## src/rtl/sram_ctrl_pkg.sv

```systemverilog
package sram_ctrl_pkg;

  typedef enum logic [1:0] {
    ST_IDLE,
    ST_READ,
    ST_WAIT,
    ST_WRITE
  } sram_st_e;

  function automatic int ns_to_cyc(input int ns, input int period_ns);
    return (ns + period_ns - 1) / period_ns;
  endfunction

  function automatic int max3(input int a, input int b, input int c);
    int m;
    m = (a > b) ? a : b;
    return (m > c) ? m : c;
  endfunction

endpackage

```

## src/rtl/sram_phase_cnt.sv

```systemverilog
module sram_phase_cnt #(
  parameter int CNT_W = 2
) (
  input  logic             clk_i,
  input  logic             rst_ni,
  input  logic             load_i,
  input  logic [CNT_W-1:0] load_val_i,
  output logic             done_o
);

  logic [CNT_W-1:0] cnt_q;

  always_ff @(posedge clk_i or negedge rst_ni) begin
    if (!rst_ni)             cnt_q <= '0;
    else if (load_i)         cnt_q <= load_val_i;
    else if (cnt_q != '0)    cnt_q <= cnt_q - 1'b1;
  end

  assign done_o = (cnt_q == '0);

endmodule

```

## src/rtl/sram_bus_guard.sv

```systemverilog
// Counts bus-release time after the read strobe drops.
module sram_bus_guard #(
  parameter int TURN_CYC = 1
) (
  input  logic clk_i,
  input  logic rst_ni,
  input  logic release_i,
  output logic bus_ok_o
);

  generate
    if (TURN_CYC <= 1) begin : g_none
      // The clock edge that starts the pulse already supplies one full cycle
      assign bus_ok_o = 1'b1;
    end else begin : g_cnt
      localparam int TW = $clog2(TURN_CYC + 1);
      logic [TW-1:0] ta_q;

      always_ff @(posedge clk_i or negedge rst_ni) begin
        if (!rst_ni)          ta_q <= '0;
        else if (release_i)   ta_q <= TW'(TURN_CYC);
        else if (ta_q != '0)  ta_q <= ta_q - 1'b1;
      end

      assign bus_ok_o = (ta_q <= TW'(1));
    end
  endgenerate

endmodule

```

## src/rtl/sram_ctrl.sv

```systemverilog
module sram_ctrl
  import sram_ctrl_pkg::*;
#(
  parameter int ADDR_W        = 19,
  parameter int DATA_W        = 16,
  parameter int CLK_PERIOD_NS = 20,
  parameter int T_RC_NS       = 40,
  parameter int T_ACC_NS      = 40,
  parameter int T_OE_NS       = 25,
  parameter int T_WP_NS       = 30,
  parameter int T_WC_NS       = 40,
  parameter int T_DS_NS       = 20,
  parameter int T_BUS_REL_NS  = 20
) (
  input  logic                clk_i,
  input  logic                rst_ni,
  input  logic                req_valid_i,
  output logic                req_ready_o,
  input  logic                req_we_i,
  input  logic [ADDR_W-1:0]   req_addr_i,
  input  logic [DATA_W-1:0]   req_wdata_i,
  input  logic [DATA_W/8-1:0] req_be_i,
  output logic                rsp_valid_o,
  output logic [DATA_W-1:0]   rsp_rdata_o,
  output logic                sram_ce1_n_o,
  output logic                sram_ce2_o,
  output logic                sram_oe_n_o,
  output logic                sram_we_n_o,
  output logic [DATA_W/8-1:0] sram_be_n_o,
  output logic [ADDR_W-1:0]   sram_addr_o,
  output logic [DATA_W-1:0]   sram_dq_o,
  output logic                sram_dq_oe_o,
  input  logic [DATA_W-1:0]   sram_dq_i
);

  localparam int LANES    = DATA_W / 8;
  localparam int RD_RAW   = max3(ns_to_cyc(T_RC_NS, CLK_PERIOD_NS),
                                 ns_to_cyc(T_ACC_NS, CLK_PERIOD_NS),
                                 ns_to_cyc(T_OE_NS, CLK_PERIOD_NS));
  localparam int WP_RAW   = max3(ns_to_cyc(T_WP_NS, CLK_PERIOD_NS),
                                 ns_to_cyc(T_WC_NS, CLK_PERIOD_NS),
                                 ns_to_cyc(T_DS_NS, CLK_PERIOD_NS));
  localparam int RD_CYC   = (RD_RAW < 1) ? 1 : RD_RAW;
  localparam int WP_CYC   = (WP_RAW < 1) ? 1 : WP_RAW;
  localparam int TURN_CYC = ns_to_cyc(T_BUS_REL_NS, CLK_PERIOD_NS);
  localparam int PH_MAX   = (RD_CYC > WP_CYC) ? RD_CYC : WP_CYC;
  localparam int PH_W     = (PH_MAX > 1) ? $clog2(PH_MAX) : 1;

  sram_st_e          st_q, st_d;
  logic              ph_load, ph_done, rd_end, bus_ok, accept;
  logic [PH_W-1:0]   ph_val;

  logic              ce1_n_q, ce2_q, oe_n_q, we_n_q, dq_oe_q, rsp_valid_q;
  logic [LANES-1:0]  be_n_q;
  logic [ADDR_W-1:0] addr_q;
  logic [DATA_W-1:0] wdata_q, rdata_q;

  assign req_ready_o = (st_q == ST_IDLE);
  assign accept      = req_valid_i && req_ready_o;

  sram_phase_cnt #(.CNT_W(PH_W)) u_phase (
    .clk_i      (clk_i),
    .rst_ni     (rst_ni),
    .load_i     (ph_load),
    .load_val_i (ph_val),
    .done_o     (ph_done)
  );

  sram_bus_guard #(.TURN_CYC(TURN_CYC)) u_guard (
    .clk_i     (clk_i),
    .rst_ni    (rst_ni),
    .release_i (rd_end),
    .bus_ok_o  (bus_ok)
  );

  always_comb begin
    st_d    = st_q;
    ph_load = 1'b0;
    ph_val  = '0;
    rd_end  = 1'b0;
    unique case (st_q)
      ST_IDLE: begin
        if (accept) begin
          if (!req_we_i) begin
            st_d    = ST_READ;
            ph_load = 1'b1;
            ph_val  = PH_W'(RD_CYC - 1);
          end else if (bus_ok) begin
            st_d    = ST_WRITE;
            ph_load = 1'b1;
            ph_val  = PH_W'(WP_CYC - 1);
          end else begin
            st_d    = ST_WAIT;
          end
        end
      end
      ST_READ: begin
        if (ph_done) begin
          st_d   = ST_IDLE;
          rd_end = 1'b1;
        end
      end
      ST_WAIT: begin
        if (bus_ok) begin
          st_d    = ST_WRITE;
          ph_load = 1'b1;
          ph_val  = PH_W'(WP_CYC - 1);
        end
      end
      ST_WRITE: begin
        if (ph_done) st_d = ST_IDLE;
      end
      default: st_d = ST_IDLE;
    endcase
  end

  always_ff @(posedge clk_i or negedge rst_ni) begin
    if (!rst_ni) begin
      st_q        <= ST_IDLE;
      ce1_n_q     <= 1'b1;
      ce2_q       <= 1'b0;
      oe_n_q      <= 1'b1;
      we_n_q      <= 1'b1;
      dq_oe_q     <= 1'b0;
      be_n_q      <= '1;
      addr_q      <= '0;
      wdata_q     <= '0;
      rsp_valid_q <= 1'b0;
      rdata_q     <= '0;
    end else begin
      st_q        <= st_d;
      ce1_n_q     <= (st_d == ST_IDLE);
      ce2_q       <= (st_d != ST_IDLE);
      oe_n_q      <= (st_d != ST_READ);
      we_n_q      <= (st_d != ST_WRITE);
      dq_oe_q     <= (st_d == ST_WRITE);
      rsp_valid_q <= rd_end;
      if (rd_end) rdata_q <= sram_dq_i;
      if (accept) begin
        addr_q  <= req_addr_i;
        wdata_q <= req_wdata_i;
        be_n_q  <= ~req_be_i;
      end else if (st_d == ST_IDLE) begin
        be_n_q  <= '1;
      end
    end
  end

  assign sram_ce1_n_o = ce1_n_q;
  assign sram_ce2_o   = ce2_q;
  assign sram_oe_n_o  = oe_n_q;
  assign sram_we_n_o  = we_n_q;
  assign sram_dq_oe_o = dq_oe_q;
  assign sram_be_n_o  = be_n_q;
  assign sram_addr_o  = addr_q;
  assign sram_dq_o    = wdata_q;
  assign rsp_valid_o  = rsp_valid_q;
  assign rsp_rdata_o  = rdata_q;

  p_standby_r1: assert property (@(posedge clk_i) disable iff (!rst_ni)
    (st_q == ST_IDLE) |-> (sram_ce1_n_o && !sram_ce2_o && sram_oe_n_o &&
                           sram_we_n_o && !sram_dq_oe_o && (&sram_be_n_o)));

  p_busy_after_accept_r2: assert property (@(posedge clk_i) disable iff (!rst_ni)
    (req_valid_i && req_ready_o) |=> !req_ready_o);

  p_rsp_pulse_r4: assert property (@(posedge clk_i) disable iff (!rst_ni)
    rsp_valid_o |=> !rsp_valid_o);

  p_rsp_after_read_r4: assert property (@(posedge clk_i) disable iff (!rst_ni)
    $rose(rsp_valid_o) |-> $past(!sram_oe_n_o));

  p_no_contention_r5: assert property (@(posedge clk_i) disable iff (!rst_ni)
    !(!sram_oe_n_o && sram_dq_oe_o));

  p_drive_in_pulse_r5: assert property (@(posedge clk_i) disable iff (!rst_ni)
    sram_dq_oe_o == !sram_we_n_o);

  p_addr_hold_r6: assert property (@(posedge clk_i) disable iff (!rst_ni)
    (!sram_we_n_o && $past(!sram_we_n_o)) |->
      ($stable(sram_addr_o) && $stable(sram_be_n_o)));

  p_turnaround_r7: assert property (@(posedge clk_i) disable iff (!rst_ni)
    $rose(sram_dq_oe_o) |-> $past(bus_ok));

endmodule

```

## config.mk

```make
export PLATFORM = sky130hd
export DESIGN_NAME = sram_ctrl
export DESIGN_NICKNAME = d
export VERILOG_FILES = /design/src/rtl/sram_ctrl_pkg.sv /design/src/rtl/sram_phase_cnt.sv /design/src/rtl/sram_bus_guard.sv /design/src/rtl/sram_ctrl.sv
export SDC_FILE = /design/constraint.sdc
export NUM_CORES = 1
export LEC_CHECK = 0
export CORE_MARGIN = 3
export CORE_UTILIZATION = 25
export CTS_CLUSTER_DIAMETER = 150
export CTS_CLUSTER_SIZE = 14
export DETAILED_ROUTE_END_ITERATION = 16
export DONT_BUFFER_PORTS = 1
export SKIP_LAST_GASP = 1
export SLEW_MARGIN = 0
export SYNTH_ARGS = -nofsm -noshare
export SYNTH_HDL_FRONTEND = slang
export SYNTH_SLANG_ARGS = --single-unit
```

## constraint.sdc

```tcl
create_clock -name clk_i -period 1.65 [get_ports clk_i]
set_input_delay 0.33 -clock clk_i [delete_from_list [all_inputs] [get_ports clk_i]]
set_output_delay 0.33 -clock clk_i [all_outputs]
set_load 0.01 [all_outputs]
```

Yosys cells after proc, flatten, opt, wreduce, memory -nomap -nowiden
Cells that the tools add are included.
{ "classes": {"addsub": 1, "n_eq_ne": 6, "n_mux": 12, "bitwise": 1, "n_reduce_logical": 6} }
{ "op_table": {"columns": ["operator", "n"], "rows": [
  ["2-bit two-way mux", 5],
  ["2-bit == test, second input constant", 3],
  ["2-bit one-hot mux with 3 select lines", 1],
  ["1-bit two-way mux", 5],
  ["2-bit logical NOT", 2],
  ["2-bit nonzero test", 2],
  ["2-bit by 1-bit == test with 1-bit output, second input constant", 1],
  ["2-bit by 1-bit inequality test with 1-bit output, second input constant", 1],
  ["2-bit inequality test, second input constant", 1],
  ["2-bit NOT", 1],
  ["1-bit one-hot mux with 2 select lines", 1],
  ["2-bit OR reduction", 1],
  ["1-bit logical AND", 1],
  ["1-bit subtractor, second input constant", 1]
]} }
{ "totals": {"reg_bits": 62, "input_bits": 57, "output_inout_bits": 60} }

Depth between registers and ports, before layout
Gate-level depths: netlist of run 1.
{ "logic_depth": {"ltp_word": 7, "depth_mapped": 4} }

Modules after synthesis
From an unflattened synthesis of run 1, not the netlist that was laid out.
{ "unflattened": {"hier_cells": 153, "hier_area_um2": 2421.1} }
{ "by_module_without_submodules": {"columns": ["mod", "instances", "cells_each", "area_each_um2", "seq_area_each_um2"], "rows": [
  ["sram_ctrl", 1, 148, 2374.8, 1532.7],
  ["sram_phase_cnt", 1, 3, 35.0, 25.0],
  ["sram_bus_guard", 1, 2, 11.3, 0.0]
]} }

Least setup slack after synthesis of run 1
Ideal clock, no wire load.
{ "synth_path": {"path_type": "input to register", "start": "in req_valid_i", "end": "reg addr_q[0], in the netlist sram_addr_o[0]", "setup_time_ns": 0.125, "arrival_ns": 1.375, "setup_slack_ns": 0.150, "stages": 4, "n_path_buf": 2, "cell_sequence": "clkbuf_2 > nor3b_4 > buf_6 > mux2_2"} }
{ "synth_via": {"elab_chain_len": 1} }
{ "synth_rtl": {"columns": ["item", "line", "source"], "rows": [
  ["start: declaration", "sram_ctrl.sv:17", "input logic req_valid_i,"],
  ["1-bit logical AND", "sram_ctrl.sv:59", "assign accept = req_valid_i && req_ready_o;"],
  ["end signal: assignment", "sram_ctrl.sv:140", "addr_q <= req_addr_i;"],
  ["end: declaration", "sram_ctrl.sv:55", "logic [ADDR_W-1:0] addr_q;"]
]} }
No other way between the ends.
A chain may end at the register's enable or synchronous reset.

Worst setup path in the final report of run 1
{ "layout_path": {"start": "reg st_q[1]", "end": "out req_ready_o"} }
{ "layout_via": {"elab_chain_len": 1} }
{ "layout_rtl": {"columns": ["item", "line", "source"], "rows": [
  ["start: declaration", "sram_ctrl.sv:49", "sram_st_e st_q, st_d;"],
  ["start signal: assignment", "sram_ctrl.sv:131", "st_q <= st_d;"],
  ["2-bit logical NOT", "sram_ctrl.sv:58", "assign req_ready_o = (st_q == ST_IDLE);"],
  ["end: declaration", "sram_ctrl.sv:18", "output logic req_ready_o,"]
]} }
No other way between the ends.

==> flow_summary.toml, run 1 <==
[final_layout]
stdcell_count = 284
n_fill_cell = 909
multi_input_comb_area_um2 = 764
final_layout_size_suffix_gt1_share_pct = 45.8
area_growth_pct = 15.9
seq_area_um2 = 1560
final_core_util_pct = 29.9
final_nets = 207
stdcell_area_um2 = 2760
antenna_cells = 0

[floorplan]
row_count = 35
start_util_pct = 25.8
fp.dieH_um = 104
die_x_um = 104
core_um2 = 9240
fp.dieArea_um2 = 10700
ios = 117

[synth]
yosysSeqAreaShare_pct = 65.4
ys_ff_latch = 62
netlist_instances = 142
synth_fp_nets = 199
ys_warn_count = 0
synth_area_per_cell_um2 = 16.8
synthDistinctLibCells = 20
synth_area_um2 = 2380

[worst_setup_path]
crit_fanout = 10
cp-end-kind = "output port"
crit_type = "flip-flop to output port"
cp.required_ns = 1.32
start_kind = "flip-flop"
cp.arrival_ns = 1.20

[timing]
whs_ns = -0.315
setup_tns_ns = 0
fmax_mhz = 654
rsz0062_at_grt = "false"
tightest_slew_ns = 0.270
setup_ws_ns = 0.121
slew_headroom_pct = 82.0
fin_crit_ns = 1.53
setup-violations-final = 0
fin_crit_sh_pct = 92.7
slew_viol_final = 0
skew_ns = 0.00788
finalHoldViolations = 62

[clock_network]
cts_made_buffers = 9
clock-root-buffer = "clkbuf_8"
clockBufferDepth = 2
cts_setup_buffers = 0
clk_pin_slew_ns = 0.07
ctsResizeCount = 0
cts_tree = "done"
worstSkewPairLatency_ns = 0.33
htree_levels = 3
cts_num_sinks = 62

[place]
dpl-instance-area_um2 = 2540
placed_cells = 268
gp_congestion = 0.699
place_ws_ns = 0.191
io_buffers = 0
hpwl_um = 3080

[drt]
wl_per_cell_um = 15.2
viasPerCell = 4.19
finalWirelength_um = 4330
antenna_left = 0
vias = 1190
drtPass1Iterations = 2
drc = 0
drt-initial-drc-count = 26

[outcome]
violations = "hold timing"
status = "complete, but fails checks"

[power_and_ir_drop]
vdd_drop_max_mv = 0.595
finalPower_mw = 6.07
p_leak_nw = 1.12
power_density_nw_per_um2 = 2200

[hold_path]
worstHoldPathType = "primary input to asynchronous set/reset pin"

[global_routing]
grt-ovfl-total = 0
grtUsageMet3_pct = 5.11
busiest_layer = "met2"
grtUsageMet2_pct = 12.6
grt.met1_usage_pct = 8.81
grt_use_total_pct = 8.30
antenna_found_initial = 0
grt_pass1_wl_um = 6880
grt_max_degree = 63
grt_pass1_vias = 1270

[run]
drv_cap = 0
worst paths after layout:
check	startpoint	endpoint	slack [ns]	cells past startpoint
max in group asynchronous	rst_ni	sram_be_n_o[0]	1.77	0
worst max register to register	st_q[1]	sram_dq_o[12]	0.19	3
worst min register to register	rsp_rdata_o[9]	rsp_rdata_o[9]	0.56	1
worst max-delay path	st_q[1]	req_ready_o	0.12	2
worst min-delay path	rst_ni	rsp_rdata_o[12]	-0.32	0
min in group clk_i	req_valid_i	sram_ce1_n_o	0.04	1
sequential cells by signal, indices dropped and copies added (netlist names):
register	flops
sram_dq_o	16
sram_we_n_o	1
sram_ce1_n_o	1
sram_ce2_o	1
rsp_valid_o	1
sram_be_n_o	2
rsp_rdata_o	16
u_phase.cnt_q	1
sram_oe_n_o	1
sram_addr_o	19
sram_dq_oe_o	1
st_q	2
Yosys cell counts:
| master | number | share of area, % |
|---|---|---|
| or3b_2 | 3 | 1.1 |
| nand2b_1 | 1 | 0.26 |
| or4bb_1 | 2 | 0.94 |
| o2bb2ai_1 | 2 | 0.74 |
| mux2_1 | 9 | 4.3 |
| o211a_1 | 2 | 0.84 |
| dfrtp_1 | 57 | 60 |
| buf_4 | 1 | 0.32 |
| a2bb2oi_1 | 1 | 0.37 |
| nor2_1 | 3 | 0.47 |
| clkbuf_2 | 1 | 0.21 |
| a21o_1 | 1 | 0.32 |
| nor3b_4 | 2 | 1.6 |
| o31a_1 | 2 | 0.74 |
| clkbuf_1 | 1 | 0.16 |
| buf_6 | 4 | 1.9 |
| mux2_2 | 42 | 20 |
| o31ai_1 | 1 | 0.32 |
| dfstp_2 | 5 | 5.5 |
| nand2_1 | 2 | 0.32 |
critical path, cell delays in order (launching register included):
cell,delay [ns]
dfrtp_1,0.47
buf_4,0.21
nor2_1,0.19
power breakdown:
| part | switching [mW] | internal (mW) |
|---|---|---|
| clock network | 0.568 | 0.895 |
| logic | 0.509 | 0.883 |
| registers | 0.876 | 2.33 |
| total | 1.95 | 4.11 |
placed cells by master, fill, tap and decap left out, types with 3 or more instances in the layout:
cell / instances
clkbuf_8: 10
dfstp_2: 5
dfrtp_1: 57
or3b_2: 3
nor2_1: 3
mux2_1: 9
mux2_2: 42
area by class of cell:
type	instances	area share, %
multi-input cells	73	27.7
repair buffers	4	1.99
flip-flops and latches	62	56.4
well taps	129	5.84
clock inverters	5	2.99
clock buffers	11	5.12
per-layer routing:
layer  part of all wire (%)  routed length (µm)  vias up
met5                      0                   0        -
met4                    2.3                 101        0
met3                     11                 456       11
met2                     49                2140       62
met1                     38                1630      595
li1                       -                   -      522
cell families after synthesis:
| logic type | synth area share, % |
|---|---|
| DFF | 65.4 |
| muxes | 24.1 |
| and+or+nand+nor | 4.67 |
| AOI/OAI and AO/OA | 3.31 |
| buffers and inverters | 2.57 |
Power figures use the tool's default switching activity.
==> run 2: changes to the inputs <==
- CTS_BUF_LIST: default -> sky130_fd_sc_hd__clkbuf_4 sky130_fd_sc_hd__clkbuf_8
==> run 2 against run 1 <==
Final area rose by 0.14%. The run still ends with hold timing left. Die area did not move. Worst hold slack barely moved. Largest cell class unchanged. Register-to-register slack barely moved. Utilization barely moved. Routed wire length did not move. Clock skew barely moved. Sequential cell count did not move. Worst setup slack barely moved. Global-route usage did not move. Combinational power barely moved. Fmax barely moved.
==> flow_summary.toml, run 2 (same netlist as run 1, synthesis figures left out) <==
[outcome]
status = "complete, but fails checks"
violations = "hold timing"

[timing]
tightest_slew_ns = 0.270
setup_tns_ns = 0
whs_ns = -0.315
skew_ns = 0.00788
setup-violations-final = 0
rsz0062_at_grt = "false"
fin_crit_ns = 1.53
slew_headroom_pct = 82.0
setup_ws_ns = 0.121
fmax_mhz = 654
finalHoldViolations = 62
fin_crit_sh_pct = 92.7
slew_viol_final = 0

[floorplan]
die_x_um = 104
ios = 117
core_um2 = 9240
fp.dieArea_um2 = 10700
start_util_pct = 25.8
fp.dieH_um = 104
row_count = 35

[final_layout]
stdcell_area_um2 = 2770
final_common_cell = "dfrtp_1"
largest_reg_flops = 19
final_nets = 207
stdcell_count = 284
antenna_cells = 0
area_growth_pct = 16.1
final_layout_size_suffix_gt1_share_pct = 46.5
final_cell_mix = "57 x dfrtp_1, 42 x mux2_2, 10 x clkbuf_8"

[global_routing]
grt_use_total_pct = 8.30
grt_pass1_vias = 1270
grt-ovfl-total = 0
grt_max_degree = 63
grt_pass1_wl_um = 6880
antenna_found_initial = 0

[worst_setup_path]
crit_fanout = 10
r2r_setup_slack_ns = 0.19
crit_type = "flip-flop to output port"
r2r-end = "sram_dq_o[12]"
cp.arrival_ns = 1.20
start_kind = "flip-flop"
timing.rr.start = "st_q[1]"
cp.required_ns = 1.32
cp-end-kind = "output port"
rr_worst_depth = 3

[drt]
drtPass1Iterations = 2
wl_per_cell_um = 15.2
finalWirelength_um = 4330
vias = 1190
antenna_left = 0
drt-initial-drc-count = 26
drc = 0
viasPerCell = 4.19

[power_and_ir_drop]
p_leak_nw = 1.13
power_density_nw_per_um2 = 2200
finalPower_mw = 6.08
vdd_drop_max_mv = 0.595

[place]
dpl-instance-area_um2 = 2540
place_ws_ns = 0.191
placed_cells = 268
hpwl_um = 3080
gp_congestion = 0.699
io_buffers = 0

[clock_network]
htree_levels = 3
clockBufferDepth = 2
worstSkewPairLatency_ns = 0.33
cts_num_sinks = 62
cts_tree = "done"
cts_setup_buffers = 0
clock-root-buffer = "clkbuf_8"
clk_pin_slew_ns = 0.07
ctsResizeCount = 0
cts_made_buffers = 9

[run]
drv_cap = 0

[hold_path]
worstHoldPathType = "primary input to asynchronous set/reset pin"
-- run 2: cell counts in the layout (fill, tap and decap cells not counted) --
No cell type changed its count.
-- run 2: area by class of cell --
class	instances	area (µm²)
clock buffer	11	145
clock inverter	5	82.6
fill	907	6470
multi-input combinational	73	764
sequential	62	1560
tap	129	161
timing repair buffer	4	55.1
-- run 2: worst max path at each step --
stage | cells past startpoint | end | start
3_5_place_dp | 3 | sram_dq_o[2] | st_q[1]
5_1_grt | 2 | req_ready_o | st_q[1]
6_report | 2 | req_ready_o | st_q[1]
3_3_place_gp | 3 | sram_dq_o[11] | st_q[1]
2_1_floorplan | 4 | sram_addr_o[0] | req_valid_i
4_1_cts | 2 | req_ready_o | st_q[1]
-- run 2: per-stage QoR --
step                      util (%)  hold WS [ns]
final                         29.9        -0.315
after global routing          29.9        -0.357
after CTS                     29.9        -0.352
after detailed placement      27.5        0.0358
after global placement        27.5        0.0358
after floorplan                  -        0.0344
-- run 2: report_power, final --
group | leakage (nW) | switching (mW) | internal (mW)
combinational | 0.284 | 0.509 | 0.883
sequential | 0.726 | 0.876 | 2.33
clock | 0.117 | 0.568 | 0.911
total | 1.13 | 1.95 | 4.13
-- run 2: routing by layer --
metal | share of wire (%) | up-vias | global-route usage, % | wire length, µm
met2 | 49 | 62 | 12.6 | 2140
met5 | 0 | - | 0 | 0
met3 | 11 | 11 | 5.11 | 456
met1 | 38 | 595 | 8.81 | 1630
li1 | - | 522 | - | -
met4 | 2.3 | 0 | 4.84 | 101
-- run 2: critical path, cell delays in order (launching register included) --
cell     delay, ns
dfrtp_1       0.47
buf_4         0.21
nor2_1        0.19
